`config.mk`:
```
export PLATFORM = sky130hd
export DESIGN_NAME = strip_noise_scan
export DESIGN_NICKNAME = d
export VERILOG_FILES = /design/src/rtl/nrm_pkg.sv /design/src/rtl/nrm_sync.sv /design/src/rtl/nrm_plane_cnt.sv /design/src/rtl/nrm_gate_timer.sv /design/src/rtl/strip_noise_scan.sv
export SDC_FILE = /design/constraint.sdc
export NUM_CORES = 1
export LEC_CHECK = 0
export BUFFER_PORTS_ARGS = -buffer_cell sky130_fd_sc_hd__buf_2
export CORE_UTILIZATION = 50
export DETAILED_ROUTE_END_ITERATION = 8
export PLACE_DENSITY = 0.73
export SLEW_MARGIN = 20
export SYNTH_ARGS = -nofsm -noshare
export SYNTH_HDL_FRONTEND = slang
export SYNTH_SLANG_ARGS = --single-unit
```
`constraint.sdc`:
```
create_clock -name clk_i -period 3.6 [get_ports clk_i]
set_clock_uncertainty 0.2 [all_clocks]
set_input_delay 0.72 -clock clk_i [delete_from_list [all_inputs] [get_ports clk_i]]
set_output_delay 0.72 -clock clk_i [all_outputs]
set_load 0.03 [all_outputs]
```
`src/rtl/nrm_pkg.sv`:
```
package nrm_pkg;
  localparam int unsigned NUM_PLANES = 2;
  localparam int unsigned PLANE_X    = 0;
  localparam int unsigned PLANE_Y    = 1;
endpackage

```
`src/rtl/nrm_sync.sv`:
```
module nrm_sync #(
  parameter int unsigned W = 64
) (
  input  logic         clk_i,
  input  logic         rst_ni,
  input  logic [W-1:0] d_i,
  output logic [W-1:0] rise_o
);
  logic [W-1:0] s1_q, s2_q, prev_q;

  always_ff @(posedge clk_i or negedge rst_ni) begin
    if (!rst_ni) begin
      s1_q   <= '0;
      s2_q   <= '0;
      prev_q <= '0;
    end else begin
      s1_q   <= d_i;
      s2_q   <= s1_q;
      prev_q <= s2_q;
    end
  end

  // edge history kept on every strip so a scan step never sees a false edge
  assign rise_o = s2_q & ~prev_q;
endmodule

```
`src/rtl/nrm_plane_cnt.sv`:
```
module nrm_plane_cnt #(
  parameter int unsigned W     = 64,
  parameter int unsigned IDX_W = 6,
  parameter int unsigned CNT_W = 24
) (
  input  logic             clk_i,
  input  logic             rst_ni,
  input  logic [W-1:0]     rise_i,
  input  logic [IDX_W-1:0] sel_i,
  input  logic             run_i,
  input  logic             clear_i,
  output logic [CNT_W-1:0] cnt_nxt_o,
  output logic             ovf_nxt_o
);
  localparam logic [CNT_W-1:0] CNT_MAX = '1;

  logic [CNT_W-1:0] cnt_q;
  logic             ovf_q;
  logic             hit, at_max;

  assign hit    = run_i & rise_i[sel_i];
  assign at_max = (cnt_q == CNT_MAX);

  always_comb begin
    cnt_nxt_o = cnt_q;
    ovf_nxt_o = ovf_q;
    if (hit) begin
      if (at_max) ovf_nxt_o = 1'b1;
      else        cnt_nxt_o = cnt_q + CNT_W'(1);
    end
  end

  always_ff @(posedge clk_i or negedge rst_ni) begin
    if (!rst_ni) begin
      cnt_q <= '0;
      ovf_q <= 1'b0;
    end else if (clear_i) begin
      cnt_q <= '0;
      ovf_q <= 1'b0;
    end else if (run_i) begin
      cnt_q <= cnt_nxt_o;
      ovf_q <= ovf_nxt_o;
    end
  end
endmodule

```
`src/rtl/nrm_gate_timer.sv`:
```
module nrm_gate_timer #(
  parameter int unsigned PRESCALE = 50_000_000,
  parameter int unsigned TICK_W   = 8
) (
  input  logic              clk_i,
  input  logic              rst_ni,
  input  logic              busy_i,
  input  logic [TICK_W-1:0] gate_i,
  output logic              win_end_o
);
  localparam int unsigned PRE_W = (PRESCALE > 2) ? $clog2(PRESCALE) : 1;
  localparam logic [PRE_W-1:0] PRE_LAST = PRE_W'(PRESCALE - 1);

  logic [PRE_W-1:0]  pre_q;
  logic [TICK_W-1:0] tick_q, gate_q, gate_cur;
  logic              start_q, tick;

  // gate sampled in the first cycle of each window; zero acts as one
  assign gate_cur  = start_q ? ((gate_i == '0) ? TICK_W'(1) : gate_i) : gate_q;
  assign tick      = (pre_q == PRE_LAST);
  assign win_end_o = !busy_i && tick && (tick_q == gate_cur - TICK_W'(1));

  always_ff @(posedge clk_i or negedge rst_ni) begin
    if (!rst_ni) begin
      pre_q   <= '0;
      tick_q  <= '0;
      gate_q  <= TICK_W'(1);
      start_q <= 1'b1;
    end else if (busy_i) begin
      pre_q   <= '0;
      tick_q  <= '0;
      start_q <= 1'b1;
    end else begin
      start_q <= win_end_o;
      gate_q  <= gate_cur;
      if (tick) begin
        pre_q  <= '0;
        tick_q <= win_end_o ? '0 : tick_q + TICK_W'(1);
      end else begin
        pre_q  <= pre_q + PRE_W'(1);
      end
    end
  end
endmodule

```
`src/rtl/strip_noise_scan.sv`:
```
module strip_noise_scan
  import nrm_pkg::*;
#(
  parameter int unsigned STRIPS   = 64,
  parameter int unsigned CNT_W    = 24,
  parameter int unsigned ID_W     = 8,
  parameter int unsigned SEQ_W    = 32,
  parameter int unsigned TICK_W   = 8,
  parameter int unsigned PRESCALE = 50_000_000
) (
  input  logic              clk_i,
  input  logic              rst_ni,
  input  logic              busy_i,
  input  logic [TICK_W-1:0] gate_ticks_i,
  input  logic [STRIPS-1:0] strip_x_i,
  input  logic [STRIPS-1:0] strip_y_i,
  output logic              rec_valid_o,
  output logic [SEQ_W-1:0]  rec_seq_o,
  output logic [ID_W-1:0]   rec_x_id_o,
  output logic [CNT_W-1:0]  rec_x_count_o,
  output logic              rec_x_ovf_o,
  output logic [ID_W-1:0]   rec_y_id_o,
  output logic [CNT_W-1:0]  rec_y_count_o,
  output logic              rec_y_ovf_o
);
  localparam int unsigned IDX_W = $clog2(STRIPS);
  localparam logic [IDX_W-1:0] IDX_LAST = IDX_W'(STRIPS - 1);

  logic [STRIPS-1:0] strip_a [NUM_PLANES];
  logic [STRIPS-1:0] rise_a  [NUM_PLANES];
  logic [CNT_W-1:0]  cnt_nxt [NUM_PLANES];
  logic              ovf_nxt [NUM_PLANES];
  logic [CNT_W-1:0]  rec_cnt_q [NUM_PLANES];
  logic              rec_ovf_q [NUM_PLANES];
  logic [ID_W-1:0]   rec_id_q  [NUM_PLANES];
  logic [ID_W-1:0]   cur_id    [NUM_PLANES];

  logic [IDX_W-1:0] idx_q;
  logic [SEQ_W-1:0] seq_q, rec_seq_q;
  logic             win_end, rec_valid_q;

  assign strip_a[PLANE_X] = strip_x_i;
  assign strip_a[PLANE_Y] = strip_y_i;

  nrm_gate_timer #(
    .PRESCALE(PRESCALE),
    .TICK_W  (TICK_W)
  ) u_timer (
    .clk_i    (clk_i),
    .rst_ni   (rst_ni),
    .busy_i   (busy_i),
    .gate_i   (gate_ticks_i),
    .win_end_o(win_end)
  );

  for (genvar p = 0; p < NUM_PLANES; p++) begin : g_plane
    nrm_sync #(.W(STRIPS)) u_sync (
      .clk_i (clk_i),
      .rst_ni(rst_ni),
      .d_i   (strip_a[p]),
      .rise_o(rise_a[p])
    );

    nrm_plane_cnt #(
      .W    (STRIPS),
      .IDX_W(IDX_W),
      .CNT_W(CNT_W)
    ) u_cnt (
      .clk_i    (clk_i),
      .rst_ni   (rst_ni),
      .rise_i   (rise_a[p]),
      .sel_i    (idx_q),
      .run_i    (!busy_i),
      .clear_i  (busy_i | win_end),
      .cnt_nxt_o(cnt_nxt[p]),
      .ovf_nxt_o(ovf_nxt[p])
    );

    // plane number sits above the strip index
    assign cur_id[p] = ID_W'(p * STRIPS) + ID_W'(idx_q);

    always_ff @(posedge clk_i or negedge rst_ni) begin
      if (!rst_ni) begin
        rec_cnt_q[p] <= '0;
        rec_ovf_q[p] <= 1'b0;
        rec_id_q[p]  <= '0;
      end else if (win_end) begin
        rec_cnt_q[p] <= cnt_nxt[p];
        rec_ovf_q[p] <= ovf_nxt[p];
        rec_id_q[p]  <= cur_id[p];
      end
    end
  end

  always_ff @(posedge clk_i or negedge rst_ni) begin
    if (!rst_ni) begin
      idx_q       <= '0;
      seq_q       <= '0;
      rec_seq_q   <= '0;
      rec_valid_q <= 1'b0;
    end else begin
      rec_valid_q <= win_end;
      if (win_end) begin
        idx_q     <= (idx_q == IDX_LAST) ? '0 : idx_q + IDX_W'(1);
        seq_q     <= seq_q + SEQ_W'(1);
        rec_seq_q <= seq_q;
      end
    end
  end

  assign rec_valid_o   = rec_valid_q;
  assign rec_seq_o     = rec_seq_q;
  assign rec_x_id_o    = rec_id_q[PLANE_X];
  assign rec_x_count_o = rec_cnt_q[PLANE_X];
  assign rec_x_ovf_o   = rec_ovf_q[PLANE_X];
  assign rec_y_id_o    = rec_id_q[PLANE_Y];
  assign rec_y_count_o = rec_cnt_q[PLANE_Y];
  assign rec_y_ovf_o   = rec_ovf_q[PLANE_Y];
endmodule

```
==> metrics.md <==
| Metric | Value |
|---|---|
| Non-Filler Instances | `2631` |
| Tot GR Track Use | `24.1%` |
| Top cell type's share of synthesized area | `69.9%` |
| Commonest non-fill, non-tap cell in the layout | `dfrtp_1` |
| Die height | `210 microns` |
| Number of vias per cell | `5.38` |
| Vias | `14100` |
| Core Util, Final | `65.0%` |
| Initial DRT Pass Iterations | `6` |
| Maximum fanout along the worst path | `5` |
| Register area share after synthesis | `70.1%` |
| Worst vdd ir | `442 uV` |
| GR met3 Demand/Resource | `3.56%` |
| DRC marker count from the first detailed-route iteration | `919` |
| Synth Register Bits | `605` |
| Critical path class | `reg -> reg` |
| Slew headroom | `32.7%` |
| Worst Max-Slew Pin Slew | `1010 ps` |
| Vias in the first global route | `15000` |
| Cell taking the most area after synthesis | `dfrtp_1` |
| Power Total | `14300 uW` |
| Fin. max-slew vios | `0` |
| Max Clock Freq | `281 MHz` |
| WHS | `23.4 ps` |
| Antenna violations before repair | `0` |
| DP HPWL | `30800 microns` |
| Kind of start point of the critical path | `flop` |
| CP Data Required Time | `3920 ps` |
| CTS tree | `done` |
| Gate Count Post-Synth | `1614` |
| Placer Congestion | `0.830` |
| CTS buffer count | `60` |
| Syn_area_per_cell | `13.4 sq um` |
| Sequential Area | `15100 sq um` |
| Clock slew at reported path FFs | `70 ps` |
| DIE WIDTH | `210 microns` |
| DRT Wirelength | `51700 microns` |
| Die area | `44000 sq um` |
| Synth warnings | `0` |
| GR peak layer | `met2` |
| Num rows | `75` |
| Top cells by area, synth | `dfrtp_1 (70%), xor2_1 (3.6%), nor2_1 (2.3%)` |
| Critical Path Sink Type | `flop` |
| Fin crit share | `98.7%` |
| Post-DRT Antenna Nets | `0` |
| Cell variety after synth | `81` |
| Final setup violation count | `0` |
| Filler cells | `2994` |
| Final hold violations | `0` |
| Outcome | `finished, final reports clean` |
| Nets | `2190` |
| # DRC | `0` |
| HP Class | `in -> reg` |
| Share of layout cells above drive strength 1 | `24.5%` |
| Antenna Cells | `0` |
| Clk Latency, worst-skew pair | `630 ps` |
| Clock tree sinks | `605` |
| Total grt overflow | `0` |
| Power density over the cells | `520 nW/um^2` |
| Top_reg_cell synth | `dfrtp_1` |
| Commonest non-fill, non-tap cells in the layout | `dfrtp_1 (602), buf_2 (233), nor2_1 (131)` |
| Count of buffers from port buffering | `234` |
| MaxCap Viol Count | `0` |
| Ports | `238` |
| Placeable Area | `42200 sq um` |
| H-tree levels | `2` |
| Area of the multi-input gates | `6210 sq um` |
| Post-synth ARST share | `100%` |
| Min Clock Period, post-route | `3550 ps` |
| Largest net degree at the start of global routing | `85` |
| DR WL/cell | `19.6 microns` |
| First-pass GRT wire length | `82100 microns` |
| Post-Syn Area | `21600 sq um` |
| Post-synth EDFFs | `0` |
| Met1 Use GR | `30.8%` |
| Leakage | `0.0129 uW` |
| Clk buf depth | `3` |
| Global Route met2 Usage | `41.8%` |
| Unrepaired setup endpoints after global routing | `yes` |
| # placed instances | `2389` |
| Starting density of the core | `51.1%` |
| Root buf cell | `clkbuf_16` |
| Area growth syn-to-layout | `27.2%` |
| Crit path arrival time | `3870 ps` |
## critical path, stage by stage, from the launching register on
cell and delay, ps:
dfstp_2 580, or4b_4 520, o21a_1 210, ha_2 200, xor2_1 150, xnor2_1 140
or3_4 370, nor4b_4 360, nand3_4 170, clkbuf_16 220, nor4_4 160, xor2_1 190
## cell type report
cell class	count	share of cell area, %
Tap cell	539	2.46
Clock inverter	23	1.09
Inverter	31	0.424
Clock buffer	87	6.49
Multi-Input combinational cell	911	22.6
Timing Repair Buffer	435	11.7
Sequential cell	605	55.2
## power by group
| group | internal [uW] | switching [uW] | leakage, uW |
|---|---|---|---|
| clock network | 3810 | 2700 | 0.00102 |
| logic | 282 | 326 | 0.00443 |
| registers | 7040 | 117 | 0.00751 |
## flip-flops by register name, summed over array words and instances, names as in the netlist, 24 cells and up
register               cells
rec_x_count_o             24
seq_q                     32
g_plane.u_cnt.cnt_q       48
g_plane.u_sync.prev_q    128
g_plane.u_sync.s2_q      128
rec_seq_o                 32
rec_y_count_o             24
u_timer.pre_q             26
g_plane.u_sync.s1_q      128
## path summary, 6_finish.rpt
| path | depth (start not counted) | from | slack, ps | endpoint |
|---|---|---|---|---|
| max reg2reg | 11 | u_timer.start_q | 50 | seq_q[31] |
| max in group asynchronous | 3 | rst_ni | 1720 | rec_y_count_o[21] |
| min in group asynchronous | 2 | rst_ni | 490 | rec_seq_o[22] |
| max | 11 | u_timer.start_q | 50 | seq_q[31] |
| min | 1 | strip_y_i[4] | 20 | g_plane[1].u_sync.s1_q[4] |
| min reg2reg | 0 | g_plane[0].u_sync.s1_q[43] | 150 | g_plane[0].u_sync.s2_q[43] |
## metal layers
layer	wire [microns]	vias up	share of wire, %
li1	-	6405	-
met1	21100	7223	41
met2	26700	411	52
met3	2280	103	4.4
met4	1510	0	2.9
met5	0	-	0
## kinds of logic (layout without fill, tap and decap cells)
group,after synthesis,in the layout,synth area share [%]
other,1,3,0.0174
muxes,58,58,3.30
buffers and inverters,100,576,2.25
and+or+nand+nor,560,560,13.9
xor gates and xnor gates,112,112,4.58
adders and majority gates,7,7,0.406
DFF,605,605,70.1
AOI/OAI and AO/OA,171,171,5.37
## through the flow
step / setup WS, ps / area, sq um / setup TNS [ps]
floorplan: -58.3 / 21700 / -223
CTS: 9.62 / 27200 / 0
finish: 45.1 / 27500 / 0
detailed placement: -300 / 23900 / -33350
global route: -85.1 / 27500 / -931
global placement: -257 / 23900 / -25840
## timing repair
| action | in CTS | in global routing |
|---|---|---|
| buffers inserted | 1 | 5 |
| endpoints found under the hold margin | 186 | 0 |
| pin swaps | 2 | 15 |
| setup endpoints to repair | 82 | 146 |
| resized for setup | 5 | 21 |
| hold buffers | 124 | 0 |
| cloned | 0 | 2 |
## cell usage after synthesis, types with 5 or more instances
cell      count
nor3_1       33
o221ai_1      8
nand3_1      50
o21ai_0      52
ha_1          7
buf_2        26
buf_4        11
nand4_1      37
nor4bb_1      5
mux2_2       35
buf_6         5
mux2i_1      12
a221oi_1     17
o21ai_1      10
nor3b_1      19
a32oi_1       5
nor3_2        6
a21oi_1      28
mux4_2        6
nand2_1     108
nand2b_1     39
xnor2_1      22
nor2b_1      33
nor4_1       17
o22ai_1       5
dfrtp_1     603
and4_1        7
a211oi_1      5
and3_1       30
inv_1        30
nor2_1      131
xor2_1       89
clkbuf_1     23
o31a_1        5
and3b_1       6
and2_1        6
No activity file was read; power rests on OpenSTA's default activity.
